### src/rtl/boot_lock_pkg.sv
package boot_lock_pkg;

  typedef enum logic [2:0] {
    ST_IDLE   = 3'd0,
    ST_REQ    = 3'd1,
    ST_WAIT   = 3'd2,
    ST_DECIDE = 3'd3,
    ST_DONE   = 3'd4
  } boot_st_e;

endpackage

### src/rtl/boot_rst_sync.sv
module boot_rst_sync #(
  parameter int STAGES = 2
) (
  input  logic clk_i,
  input  logic rst_ni,
  output logic rst_no
);

  logic [STAGES-1:0] chain_q;

  // stage 0 takes a constant one; later stages shift it along
  genvar g;
  generate
    for (g = 0; g < STAGES; g++) begin : g_stage
      if (g == 0) begin : g_first
        always_ff @(posedge clk_i or negedge rst_ni) begin
          if (!rst_ni) chain_q[g] <= 1'b0;
          else         chain_q[g] <= 1'b1;
        end
      end else begin : g_rest
        always_ff @(posedge clk_i or negedge rst_ni) begin
          if (!rst_ni) chain_q[g] <= 1'b0;
          else         chain_q[g] <= chain_q[g-1];
        end
      end
    end
  endgenerate

  assign rst_no = chain_q[STAGES-1];

endmodule

### src/rtl/boot_seq_fsm.sv
module boot_seq_fsm
  import boot_lock_pkg::*;
#(
  parameter int              ADDR_W    = 24,
  parameter logic [ADDR_W-1:0] PROT_ADDR = 'h1FC
) (
  input  logic              clk_i,
  input  logic              rst_ni,
  input  logic              flash_valid_i,
  output logic              flash_rd_o,
  output logic [ADDR_W-1:0] flash_addr_o,
  output logic              capture_o,
  output logic              decide_o,
  output logic              done_o
);

  boot_st_e state_q, state_d;

  always_comb begin
    state_d = state_q;
    unique case (state_q)
      ST_IDLE:   state_d = ST_REQ;
      ST_REQ:    state_d = ST_WAIT;
      ST_WAIT:   if (flash_valid_i) state_d = ST_DECIDE;
      ST_DECIDE: state_d = ST_DONE;
      ST_DONE:   state_d = ST_DONE;
      default:   state_d = ST_IDLE;
    endcase
  end

  always_ff @(posedge clk_i or negedge rst_ni) begin
    if (!rst_ni) state_q <= ST_IDLE;
    else         state_q <= state_d;
  end

  assign flash_rd_o   = (state_q == ST_REQ);
  assign flash_addr_o = (state_q == ST_REQ) ? PROT_ADDR : '0;
  assign capture_o    = (state_q == ST_WAIT) && flash_valid_i;
  assign decide_o     = (state_q == ST_DECIDE);
  assign done_o       = (state_q == ST_DONE);


  rd_pulse_chk: assert property (@(posedge clk_i) disable iff (!rst_ni)
    flash_rd_o |=> !flash_rd_o);


  no_read_after_done_chk: assert property (@(posedge clk_i) disable iff (!rst_ni)
    done_o |-> !flash_rd_o);


  done_hold_chk: assert property (@(posedge clk_i) disable iff (!rst_ni)
    done_o |=> done_o);

endmodule

### src/rtl/boot_word_match.sv
module boot_word_match #(
  parameter int                DATA_W = 32,
  parameter logic [DATA_W-1:0] MAGIC  = 32'h8765_4321
) (
  input  logic              clk_i,
  input  logic              rst_ni,
  input  logic              capture_i,
  input  logic [DATA_W-1:0] data_i,
  output logic              match_o
);

  logic [DATA_W-1:0] word_q, word_d;

  always_comb begin
    word_d = word_q;
    if (capture_i) word_d = data_i;
  end

  // reset value is the complement of the pattern, so it never matches
  always_ff @(posedge clk_i or negedge rst_ni) begin
    if (!rst_ni) word_q <= ~MAGIC;
    else         word_q <= word_d;
  end

  assign match_o = (word_q == MAGIC);

endmodule

### src/rtl/boot_lock_keeper.sv
module boot_lock_keeper (
  input  logic clk_i,
  input  logic rst_ni,
  input  logic decide_i,
  input  logic match_i,
  input  logic csum_ok_i,
  input  logic erase_i,
  output logic lock_o
);

  logic lock_q, lock_d;
  logic erased_q, erased_d;

  always_comb begin
    erased_d = erased_q | erase_i;
    lock_d   = lock_q;
    if (erase_i)       lock_d = 1'b0;
    else if (decide_i) lock_d = match_i & csum_ok_i & ~erased_q;
  end

  always_ff @(posedge clk_i or negedge rst_ni) begin
    if (!rst_ni) begin
      lock_q   <= 1'b0;
      erased_q <= 1'b0;
    end else begin
      lock_q   <= lock_d;
      erased_q <= erased_d;
    end
  end

  assign lock_o = lock_q;


  lock_hold_chk: assert property (@(posedge clk_i) disable iff (!rst_ni)
    (lock_o && !erase_i) |=> lock_o);


  erase_clear_chk: assert property (@(posedge clk_i) disable iff (!rst_ni)
    erase_i |=> !lock_o);


  lock_needs_match_chk: assert property (@(posedge clk_i) disable iff (!rst_ni)
    $rose(lock_o) |-> $past(match_i && csum_ok_i));

endmodule

### src/rtl/boot_debug_lock.sv
module boot_debug_lock #(
  parameter int                ADDR_W      = 24,
  parameter int                DATA_W      = 32,
  parameter logic [ADDR_W-1:0] PROT_ADDR   = 'h1FC,
  parameter logic [DATA_W-1:0] MAGIC       = 32'h8765_4321,
  parameter int                SYNC_STAGES = 2
) (
  input  logic              clk_i,
  input  logic              rst_ni,
  output logic [ADDR_W-1:0] flash_addr_o,
  output logic              flash_rd_o,
  input  logic [DATA_W-1:0] flash_data_i,
  input  logic              flash_valid_i,
  input  logic              csum_ok_i,
  input  logic              erase_i,
  output logic              debug_enable_o,
  output logic              boot_done_o
);

  logic rst_n;
  logic capture, decide, done, match, lock;

  boot_rst_sync #(.STAGES(SYNC_STAGES)) u_rst_sync (
    .clk_i  (clk_i),
    .rst_ni (rst_ni),
    .rst_no (rst_n)
  );

  boot_seq_fsm #(.ADDR_W(ADDR_W), .PROT_ADDR(PROT_ADDR)) u_fsm (
    .clk_i         (clk_i),
    .rst_ni        (rst_n),
    .flash_valid_i (flash_valid_i),
    .flash_rd_o    (flash_rd_o),
    .flash_addr_o  (flash_addr_o),
    .capture_o     (capture),
    .decide_o      (decide),
    .done_o        (done)
  );

  boot_word_match #(.DATA_W(DATA_W), .MAGIC(MAGIC)) u_match (
    .clk_i     (clk_i),
    .rst_ni    (rst_n),
    .capture_i (capture),
    .data_i    (flash_data_i),
    .match_o   (match)
  );

  boot_lock_keeper u_lock (
    .clk_i     (clk_i),
    .rst_ni    (rst_n),
    .decide_i  (decide),
    .match_i   (match),
    .csum_ok_i (csum_ok_i),
    .erase_i   (erase_i),
    .lock_o    (lock)
  );

  assign boot_done_o    = done;
  assign debug_enable_o = done & ~lock;


  debug_closed_chk: assert property (@(posedge clk_i) disable iff (!rst_n)
    flash_rd_o |-> !debug_enable_o);

endmodule

### config.mk
export PLATFORM = sky130hd
export DESIGN_NAME = boot_debug_lock
export DESIGN_NICKNAME = d
export VERILOG_FILES = /design/src/rtl/boot_lock_pkg.sv /design/src/rtl/boot_rst_sync.sv /design/src/rtl/boot_seq_fsm.sv /design/src/rtl/boot_word_match.sv /design/src/rtl/boot_lock_keeper.sv /design/src/rtl/boot_debug_lock.sv
export SDC_FILE = /design/constraint.sdc
export NUM_CORES = 1
export LEC_CHECK = 0
export BUFFER_PORTS_ARGS = -buffer_cell sky130_fd_sc_hd__buf_2
export CAP_MARGIN = 5
export CORE_MARGIN = 2
export CORE_UTILIZATION = 44
export CTS_CLUSTER_SIZE = 8
export DETAILED_ROUTE_END_ITERATION = 16
export GPL_TIMING_DRIVEN = 0
export PLACE_DENSITY = 0.86
export SYNTH_ARGS = -nofsm -noshare
export SYNTH_HDL_FRONTEND = slang
export SYNTH_SLANG_ARGS = --single-unit
### constraint.sdc
create_clock -name clk_i -period 1.2 [get_ports clk_i]
set_input_delay 0.12 -clock clk_i [delete_from_list [all_inputs] [get_ports clk_i]]
set_output_delay 0.12 -clock clk_i [all_outputs]
set_load 0.01 [all_outputs]
==> results of run 1 <==
## worst max-delay path: cells and delay by family (launching register included)
kind / cells / cell delay (ns)
DFF: 1 / 0.47
buffers and inverters: 2 / 0.27
and+or+nand+nor: 1 / 0.33
## layout by cell type, fill, tap and decap left out
| cell | Yosys | final |
|---|---|---|
| clkbuf_8 | 0 | 5 |
| clkinv_2 | 0 | 1 |
| o31ai_2 | 1 | 1 |
| buf_8 | 0 | 3 |
| buf_6 | 0 | 11 |
| nand2_2 | 0 | 1 |
| clkbuf_1 | 0 | 1 |
| xnor2_1 | 1 | 1 |
| nor2b_1 | 1 | 1 |
| nor3b_4 | 0 | 1 |
| nor4bb_1 | 1 | 1 |
| buf_12 | 0 | 2 |
| or4_4 | 1 | 1 |
| nor4_1 | 1 | 1 |
| nand4_1 | 1 | 1 |
| nor3_4 | 0 | 2 |
| inv_1 | 2 | 2 |
| clkinvlp_4 | 0 | 1 |
| mux2_4 | 0 | 32 |
| nand2_1 | 6 | 5 |
| nor2_1 | 3 | 3 |
| nand3_1 | 1 | 1 |
| a211oi_1 | 1 | 1 |
| or2_2 | 1 | 1 |
| buf_16 | 0 | 1 |
| clkbuf_16 | 0 | 1 |
| nand4bb_1 | 1 | 1 |
| buf_4 | 27 | 27 |
| dfrtp_2 | 0 | 4 |
| and4b_1 | 1 | 1 |
| dlygate4sd3_1 | 0 | 1 |
| buf_2 | 0 | 39 |
| conb_1 | 2 | 18 |
| dfstp_2 | 19 | 19 |
| nand3b_1 | 1 | 1 |
| dfrtp_1 | 20 | 16 |
| nor3b_1 | 2 | 1 |
| nor4b_1 | 2 | 2 |
## flip-flops by register name, summed over array words and instances (netlist names)
name and count:
u_fsm.state_q 3, u_lock.erased_q 1, u_lock.lock_o 1, u_match.word_q 32
u_rst_sync.chain_q 1, u_rst_sync.rst_no 1
## repair_timing
action	CTS	global route
setup endpoints to repair	43	43
hold buffers	1	0
cloned	2	1
endpoints found under the hold margin	2	0
gates resized for setup	58	2
buffers inserted	6	2
pin swaps	4	4
## kinds of logic (layout without fill, tap and decap cells)
kind of cell	after synthesis	in the layout
AOI/OAI and AO/OA	2	2
muxes	32	32
xor gates and xnor gates	1	1
buffers and inverters	29	95
DFF	39	39
other	2	18
and+or+nand+nor	25	25
## through the flow
stage	cells	setup TNS (ns)	area, sq um	hold slack [ns]
2_1_floorplan	146	-4.33	1840	-0.176
3_3_place_gp	242	-16.47	2140	-0.0942
3_5_place_dp	242	-10.38	2140	-0.0918
4_1_cts	259	-9.37	2550	0.0471
5_1_grt	262	-11.58	2600	0.0492
6_report	262	-8.36	2600	0.0507
## worst max-delay path by stage
stage	from	to	cells after the start
finish	u_fsm.state_q[2]$_DFFE_PN0P_	flash_addr_o[4]	3
global route	u_match.word_q[10]$_DFFE_PN1P_	u_lock.lock_o$_DFFE_PN0P_	4
CTS	u_fsm.state_q[2]$_DFFE_PN0P_	flash_addr_o[2]	3
detailed placement	u_fsm.state_q[1]$_DFFE_PN0P_	u_match.word_q[21]$_DFFE_PN0P_	4
global placement	u_fsm.state_q[1]$_DFFE_PN0P_	u_match.word_q[5]$_DFFE_PN0P_	4
floorplan	u_fsm.state_q[1]$_DFFE_PN0P_	u_match.word_q[5]$_DFFE_PN0P_	4
## layer usage
layer  routed length, um  up-vias  part of all wire, %  track usage (%)
met5                   0        -                    0                0
met3                 301        5                  8.2             5.33
met2                1770       56                   48             29.7
li1                    -      567                    -                -
met1                1540      562                   42             21.6
met4                  36        0                 0.99             6.12
## report_power, final
part	total, W	leakage [nW]	internal [W]	switching [W]
Combinational	0.00264	0.801	0.00184	0.000799
Clock	0.000862	0.0412	0.000406	0.000456
Sequential	0.00259	0.433	0.00216	0.000428
Total	0.00609	1.28	0.00441	0.00168
## final cells by class
type	instances	share of cell area [%]
Tap cell	50	2.41
Buffer	27	8.86
Inverter	2	0.289
Clock buffer	6	2.79
Multi-Input combinational cell	78	29.6
Sequential cell	39	38.7
Timing Repair Buffer	58	16.9
Clock inverter	2	0.481
==> flow_metrics.py, run 1 <==
metrics = {
    "floorplan": {
        "start_util_pct": 45.0,
        "die-height_um": 67.5,
        "dieArea_sq_mm": 0.00455,
        "row_count": 23,
        "design.core.area_sq_mm": 0.00394,
        "die_w_um": 67.5,
        "num_io_pins": 64,
    },
    "route": {
        "drc_errors": 0,
        "drt-initial-drc-count": 19,
        "viasPerCell": 4.54,
        "dr.pass1.iters": 2,
        "routed-via-count": 1190,
        "wl_per_cell_um": 13.9,
        "routed_wirelength_mm": 3.65,
        "drt.antenna.violating_nets": 0,
    },
    "hold_path": {
        "hp-start": "flash_data_i[17]",
        "hp-class": "in2reg",
        "min_delay_path_depth": 2,
        "min_to": "u_match.word_q[17]$_DFFE_PN1P_",
    },
    "global_route": {
        "antenna_found_initial": 0,
        "grt_max_degree": 38,
        "grt_pass1_vias": 1214,
        "track_usage_pct": 17.7,
        "grt_pass1_wl_mm": 5.78,
        "overflow": 0,
    },
    "placement": {
        "io_buffers": 46,
        "place_ws_ns": -0.332,
        "place_hpwl_mm": 2.28,
        "place_congestion": 0.671,
    },
    "outcome": {
        "violations": "negative setup slack",
        "outcome": "finished, violations left",
    },
    "power_and_ir_drop": {
        "ir_worst_vdd_mv": 1.49,
        "power.total_w": 0.00609,
        "pwr_density_cell_mw_per_mm2": 2340,
        "leakagePower_nw": 1.28,
    },
    "synth": {
        "synth-compound-area-share_pct": 1.13,
        "synthMostInstantiatedCell": "mux2_2",
        "synth_top_family_by_area": "multiplexers",
        "ys_top_cells_by_count": "mux2_2, buf_4, dfrtp_1, dfstp_2, nand2_1",
        "synthArstFlopShare_pct": 100,
        "synth_enable_flop_cells": 0,
        "yosysSeqAreaShare_pct": 56.4,
        "muxShareOfSynthArea_pct": 20.3,
        "synth_top_cell_by_area": "dfrtp_1",
        "synth_cells": 130,
        "syn_area_per_cell_sq_um": 13.6,
        "netlist.area_leader.share_pct": 28.2,
        "ys.flop_type": "dfrtp_1",
        "synthAdderAreaFrac_pct": 0,
        "ys_seq_elements": 39,
        "synth_area_leaders": "dfrtp_1, dfstp_2, mux2_2",
        "yosys.area_share.simple_pct": 9.39,
        "synth_xor_area_share_pct": 0.494,
        "ys_types": 25,
        "synth_area_sq_mm": 0.00177,
        "ys.warnings.count": 0,
    },
    "clocking": {
        "cts_tree": "yes",
        "root_buffer": "clkbuf_8",
        "cts_sinks": 39,
        "path_clk_slew_ns": 0.08,
        "clkLatencyLatePin_ns": 0.29,
        "cts-htree-levels": 2,
        "cts_buffers": 5,
        "clockBufferDepth": 2,
    },
    "cells_and_area": {
        "nets": 248,
        "multi_input_area_sq_um": 769,
        "final_util_pct": 65.9,
        "area_growth_pct": 46.6,
        "antenna_cells": 0,
        "fill_cells": 304,
        "drive_gt1_share_pct": 72.2,
        "regArea_sq_mm": 0.00100,
    },
    "worst_setup_path": {
        "cp_max_fo": 8,
        "worstPathRequired_ns": 1.08,
        "r2r_start": "u_match.word_q[10]$_DFFE_PN1P_",
        "start_kind": "flop",
        "reg2reg_depth": 4,
        "crit_chain": "nor3b_4 > buf_4 > buf_6",
        "slowest_stage": "dfrtp_2",
        "critPathCaptureType": "output port",
        "r2r-end": "u_lock.lock_o$_DFFE_PN0P_",
        "cp_data_arrival_time_ns": 1.36,
        "r2r_slack_ns": -0.28,
        "slowest_delay_ns": 0.47,
        "crit_type": "reg2out",
    },
    "timing": {
        "finalHoldViolations": 0,
        "fin_crit_sh_pct": 124,
        "worst_slew_pin_slew_ns": 0.780,
        "finClkSkew_ns": 0.00661,
        "setup_viol": 43,
        "final_max_slew_viol_count": 0,
        "rsz0062_at_grt": "true",
        "slew-limit-headroom_pct": 48.0,
        "worst_slack_ns": -0.284,
        "max_freq_mhz": 674,
        "period_needed_ns": 1.48,
    },
    "flow_run": {
        "drv_cap": 0,
    },
}
Power figures use the tool's default switching activity.
==> inputs of run 2 (changes only) <==
SETUP_SLACK_MARGIN = 0.3   (was unset)
==> run 2 against run 1 <==
Against the previous run:
- the run still ends with negative setup slack left
- sequential power barely moved
- utilization rose by 4.5 points
- worst setup slack lost 0.0026 ns
- cell area is 6.8% higher
- critical path type unchanged
- largest cell class unchanged
- worst hold slack better by 0.0052 ns
- via count is 3.5% higher
- die area stayed put
- cell count rose by 3.8%
- register-to-register slack better by 0.02 ns
- power up 8.4%
- critical path depth stayed put
- sequential share of layout area down 2.4 points
==> flow_metrics.py, run 2 (synthesized netlist as in run 1, its figures left out) <==
metrics = {
    "outcome": {
        "outcome": "finished, violations left",
        "violations": "negative setup slack",
    },
    "placement": {
        "io_buffers": 46,
        "place_hpwl_mm": 2.21,
        "place_congestion": 0.663,
        "placed_cell_area_sq_mm": 0.00215,
    },
    "timing": {
        "rsz0062_at_grt": "true",
        "finalHoldViolations": 0,
        "final_max_slew_viol_count": 0,
        "fin_tns_setup_ns": -9.77,
        "setup_viol": 44,
        "worst_slack_ns": -0.286,
        "period_needed_ns": 1.49,
        "finClkSkew_ns": 0.00352,
        "fin_crit_sh_pct": 124,
        "max_freq_mhz": 673,
    },
    "clocking": {
        "cts_buffers": 5,
        "root_buffer": "clkbuf_8",
        "clockBufferDepth": 2,
        "clkLatencyLatePin_ns": 0.29,
        "cts_sinks": 39,
        "cts_tree": "yes",
        "cts-htree-levels": 2,
        "path_clk_slew_ns": 0.07,
    },
    "cells_and_area": {
        "area_growth_pct": 56.5,
        "top_regs": "u_match.word_q: 32 flops, u_fsm.state_q: 3 flops",
        "layout_common_cells": "buf_2, mux2_4, buf_4",
        "final_common_cell": "buf_2",
        "drive_gt1_share_pct": 77.0,
        "regMostFlops": "u_match.word_q",
        "fill_cells": 291,
        "nets": 258,
        "final_area_sq_mm": 0.00278,
        "antenna_cells": 0,
        "largest_register_ffs": 32,
    },
    "hold_path": {
        "min_to": "u_match.word_q[31]$_DFFE_PN0P_",
        "hp-class": "in2reg",
        "hp-start": "flash_data_i[31]",
        "min_delay_path_depth": 2,
    },
    "route": {
        "route.met3.wl_um": 297,
        "routed_wirelength_mm": 3.76,
        "dr.pass1.iters": 4,
        "drc_errors": 0,
        "maxUsedRoutingLayer": "met4",
        "drt.antenna.violating_nets": 0,
        "viasPerCell": 4.53,
        "wl_per_cell_um": 13.8,
        "wl_met1_mm": 1.60,
        "routed-via-count": 1232,
        "drt-initial-drc-count": 34,
        "met2_length_mm": 1.82,
    },
    "floorplan": {
        "die-height_um": 67.5,
        "row_count": 23,
        "num_io_pins": 64,
        "die_w_um": 67.5,
        "dieArea_sq_mm": 0.00455,
        "design.core.area_sq_mm": 0.00394,
        "start_util_pct": 45.0,
    },
    "global_route": {
        "grt_max_degree": 38,
        "grt_pass1_vias": 1162,
        "grt_pass1_wl_mm": 5.62,
        "overflow": 0,
        "antenna_found_initial": 0,
        "track_usage_pct": 17.1,
    },
    "power_and_ir_drop": {
        "intPower_w": 0.00482,
        "p_switching_w": 0.00178,
        "p_clk_share_pct": 15.7,
        "leakagePower_nw": 1.35,
        "switching_share_pct": 26.9,
        "p_seq_share_pct": 39.1,
        "ir_worst_vdd_mv": 1.37,
        "comb_power_share_pct": 45.2,
        "pwr_density_cell_mw_per_mm2": 2380,
    },
    "worst_setup_path": {
        "r2r_slack_ns": -0.26,
        "critPathCaptureType": "output port",
        "reg2reg_depth": 5,
        "slowest_stage": "dfrtp_2",
        "cp_data_arrival_time_ns": 1.37,
        "r2r_start": "u_fsm.state_q[0]$_DFFE_PN0P_",
        "start_kind": "flop",
        "worstPathRequired_ns": 1.08,
        "r2r-end": "u_match.word_q[25]$_DFFE_PN0P_",
        "crit_type": "reg2out",
        "cp_max_fo": 8,
        "slowest_delay_ns": 0.45,
        "crit_chain": "nor3b_4 > buf_4 > buf_6",
    },
    "flow_run": {
        "drv_cap": 0,
    },
}
run 2: changes by cell type in the layout (fill, tap and decap cells not counted), sizes merged:
cell and delta:
clkinvlp -1, buf +11
run 2: worst max-delay path, delay by kind of cell, from the launching register on:
kind	cells	cell delay, ns
AND/OR/NAND/NOR	1	0.35
flip-flops	1	0.45
buffers and inverters	2	0.27
run 2: worst max path at each step:
stage,startpoint,end,slack [ns]
floorplan,u_fsm.state_q[0]$_DFFE_PN0P_,u_match.word_q[5]$_DFFE_PN0P_,-0.14
global placement,u_fsm.state_q[0]$_DFFE_PN0P_,u_match.word_q[18]$_DFFE_PN0P_,-0.29
detailed placement,u_fsm.state_q[0]$_DFFE_PN0P_,u_match.word_q[25]$_DFFE_PN0P_,-0.31
CTS,u_fsm.state_q[2]$_DFFE_PN0P_,flash_addr_o[5],-0.29
global route,u_fsm.state_q[1]$_DFFE_PN0P_,flash_addr_o[3],-0.34
finish,u_fsm.state_q[1]$_DFFE_PN0P_,flash_addr_o[3],-0.29
run 2: per-stage QoR:
| step | util (%) | setup WS [ns] | cells | total power, W | hold WS (ns) |
|---|---|---|---|---|---|
| CTS | 66.9 | -0.292 | 267 | 0.00621 | 0.0441 |
| finish | 70.4 | -0.286 | 272 | 0.00660 | 0.0559 |
| detailed placement | 54.6 | -0.313 | 242 | 0.00419 | -0.0923 |
| global placement | 54.6 | -0.293 | 242 | 0.00409 | -0.0938 |
| floorplan | - | -0.140 | 146 | 0.00375 | -0.176 |
| global route | 70.4 | -0.342 | 272 | 0.00698 | 0.0494 |
run 2: final cells by class:
cell class	count	area, sq um	share of cell area [%]
tap	50	62.6	2.25
multi-input combinational	78	791	28.5
clock buffer	7	108	3.88
timing repair buffer	68	569	20.5
buffer	27	225	8.12
clock inverter	1	5.00	0.180
inverter	2	7.51	0.271
sequential	39	1010	36.3
run 2: repair_timing:
| item | CTS | global route |
|---|---|---|
| resized for setup | 46 | 27 |
| hold buffers | 1 | 0 |
| gates cloned | 3 | 0 |
| setup endpoints to repair | 56 | 46 |
| setup buffers | 13 | 5 |
| pin swaps | 3 | 7 |
| hold endpoints to repair | 2 | 0 |
run 2: power by group through the flow:
stage	clock (W)	sequential, W	combinational, W
floorplan	0	0.00246	0.00129
global placement	0	0.00254	0.00155
detailed placement	0	0.00258	0.00161
CTS	0.00108	0.00256	0.00257
global route	0.00112	0.00266	0.00320
finish	0.00104	0.00258	0.00299
run 2: routing by layer:
metal  global-route usage (%)  vias up
li1                         -      586
met1                     23.8      587
met2                     25.0       55
met3                     5.00        4
met4                     6.89        0
met5                        0        -
==> inputs of run 3 (changes only) <==
BUFFER_PORTS_ARGS = unset   (was -buffer_cell sky130_fd_sc_hd__buf_2)
CORE_UTILIZATION = 50   (was 44)
DONT_BUFFER_PORTS = 1   (was unset)
PLACE_DENSITY = 0.79   (was 0.86)
==> run 3 against run 2 <==
Against the previous run:
- the flow still finishes with violations (negative setup slack)
- power fell by 7.7%
- sequential share of layout area rose by 0.50 points
- global-route usage rose by 7.4 points
- clock power fell by 24%
- fmax fell by 2.2%
- non-clock buffer count fell by 15
- cell count fell by 7.0%
- largest power group unchanged
==> flow_metrics.py, run 3 (synthesized netlist as in run 1, its figures left out) <==
metrics = {
    "outcome": {
        "outcome": "finished, violations left",
        "violations": "negative setup slack",
    },
    "global_route": {
        "track_usage_pct": 24.5,
        "grt_pass1_vias": 1473,
        "grt_max_degree": 38,
        "grt_pass1_wl_mm": 7.40,
        "antenna_found_initial": 0,
        "overflow": 0,
    },
    "route": {
        "wl_per_cell_um": 17.5,
        "dr.pass1.iters": 4,
        "drc_errors": 0,
        "drt-initial-drc-count": 36,
        "viasPerCell": 4.81,
        "routed-via-count": 1216,
        "routed_wirelength_mm": 4.43,
        "drt.antenna.violating_nets": 0,
    },
    "timing": {
        "fin_crit_sh_pct": 127,
        "setup_viol": 44,
        "finClkSkew_ns": 0.0113,
        "worst_slack_ns": -0.320,
        "max_freq_mhz": 658,
        "finalHoldViolations": 0,
        "fin_tns_setup_ns": -10.75,
        "final_max_slew_viol_count": 0,
        "period_needed_ns": 1.52,
        "rsz0062_at_grt": "true",
    },
    "floorplan": {
        "start_util_pct": 52.7,
        "num_io_pins": 64,
        "die_w_um": 63.5,
        "row_count": 21,
        "dieArea_sq_mm": 0.00404,
        "design.core.area_sq_mm": 0.00336,
        "die-height_um": 63.5,
    },
    "hold_path": {
        "hp-start": "csum_ok_i",
        "hp-class": "in2reg",
        "min_delay_path_depth": 4,
        "min_to": "u_lock.lock_o$_DFFE_PN0P_",
    },
    "cells_and_area": {
        "top_regs": "u_match.word_q: 32 flops, u_fsm.state_q: 3 flops",
        "layout_common_cells": "dlygate4sd3_1, mux2_4, buf_4",
        "fin_cells": 253,
        "fill_cells": 180,
        "antenna_cells": 0,
        "largest_register_ffs": 32,
        "final_common_cell": "dlygate4sd3_1",
        "drive_gt1_share_pct": 58.9,
        "area_growth_pct": 54.4,
        "regMostFlops": "u_match.word_q",
        "nets": 243,
    },
    "worst_setup_path": {
        "r2r-end": "u_match.word_q[5]$_DFFE_PN0P_",
        "crit_type": "reg2out",
        "worstPathBufferInverterCount": 1,
        "slowest_delay_ns": 0.48,
        "cp_max_fo": 8,
        "crit_chain": "nor3b_4 > buf_4",
        "critPathCaptureType": "output port",
        "r2r_slack_ns": -0.28,
        "worstPathRequired_ns": 1.08,
        "cp_top_family": "flip-flops",
        "slowest_stage": "dfrtp_2",
        "reg2reg_depth": 4,
        "cp_data_arrival_time_ns": 1.40,
        "r2r_start": "u_fsm.state_q[2]$_DFFE_PN0P_",
        "start_kind": "flop",
    },
    "placement": {
        "place_hpwl_mm": 2.23,
        "dp.cells": 192,
        "io_buffers": 0,
        "place_congestion": 0.745,
    },
    "clocking": {
        "cts-htree-levels": 2,
        "cts_tree": "yes",
        "root_buffer": "clkbuf_4",
        "clkLatencyLatePin_ns": 0.36,
        "path_clk_slew_ns": 0.12,
        "cts_sinks": 39,
        "cts_buffers": 5,
        "clockBufferDepth": 2,
    },
    "power_and_ir_drop": {
        "pwr_density_cell_mw_per_mm2": 2230,
        "ir_worst_vdd_mv": 1.56,
        "power.total_w": 0.00610,
        "leakagePower_nw": 1.25,
    },
    "flow_run": {
        "drv_cap": 0,
    },
}
==> run 3: cell count changes in the layout (fill, tap and decap cells not counted), moves of 2 or more <==
cell and change:
clkbuf_8 -4, buf_6 -15, buf_2 -38, buf_12 -2, buf_4 +5, clkbuf_4 +5, dlygate4sd3_1 +35
==> run 3: stage by stage <==
stage	hold WS, ns	cell area, sq um	utilization [%]	setup slack [ns]
5_1_grt	0.0737	2740	81.4	-0.392
6_report	0.0522	2740	81.4	-0.320
2_1_floorplan	-0.176	1860	-	-0.140
3_5_place_dp	-0.176	1920	57.0	-0.314
4_1_cts	0.0228	2680	79.8	-0.346
3_3_place_gp	-0.176	1920	57.0	-0.279
==> run 3: tightest hold or removal path: stages <==
cell	delay, ns
nand2_1	0.06
nor4_2	0.05
nand4_1	0.09
o31ai_2	0.07
==> run 3: timing repair <==
action	in CTS	in global routing
pin swaps	4	6
hold buffers	36	0
resized for setup	53	9
hold endpoints to repair	37	0
setup endpoints to repair	46	46
setup buffers	12	2
cloned	3	0
==> run 3: worst max-delay path by stage <==
stage          slack, ns                    startpoint  depth (start not counted)                             end
5_1_grt            -0.39  u_fsm.state_q[2]$_DFFE_PN0P_                          2                 flash_addr_o[5]
6_report           -0.32  u_fsm.state_q[2]$_DFFE_PN0P_                          2                 flash_addr_o[5]
3_5_place_dp       -0.31  u_fsm.state_q[0]$_DFFE_PN0P_                          3  u_match.word_q[31]$_DFFE_PN0P_
2_1_floorplan      -0.14  u_fsm.state_q[0]$_DFFE_PN0P_                          3   u_match.word_q[5]$_DFFE_PN0P_
4_1_cts            -0.35  u_fsm.state_q[2]$_DFFE_PN0P_                          2                 flash_addr_o[5]
3_3_place_gp       -0.28  u_fsm.state_q[0]$_DFFE_PN0P_                          3  u_match.word_q[31]$_DFFE_PN0P_
==> run 3: area by class of cell <==
cell class | instances | area [sq um] | share of cell area [%]
repair buffers | 53 | 558 | 20.4
multi-input cells | 78 | 807 | 29.5
inverters | 2 | 10.0 | 0.366
plain buffers | 27 | 225 | 8.23
flip-flops and latches | 39 | 1010 | 36.8
clock buffers | 7 | 65.1 | 2.38
well taps | 46 | 57.6 | 2.10
clock inverters | 1 | 7.51 | 0.274
==> run 3: report_power, final <==
part           total [W]  switching (W)  leakage [nW]  internal [W]
Clock           0.000789       0.000447        0.0375      0.000342
Sequential       0.00265       0.000483         0.433       0.00217
Combinational    0.00266       0.000898         0.775       0.00176
==> run 3: per-layer routing <==
layer	share of wire, %	vias to the layer above	GRT usage [%]
met5	0	-	0
met4	1.4	0	8.97
met3	6.2	7	7.32
met2	55	54	44.9
met1	37	599	26.5
li1	-	556	-
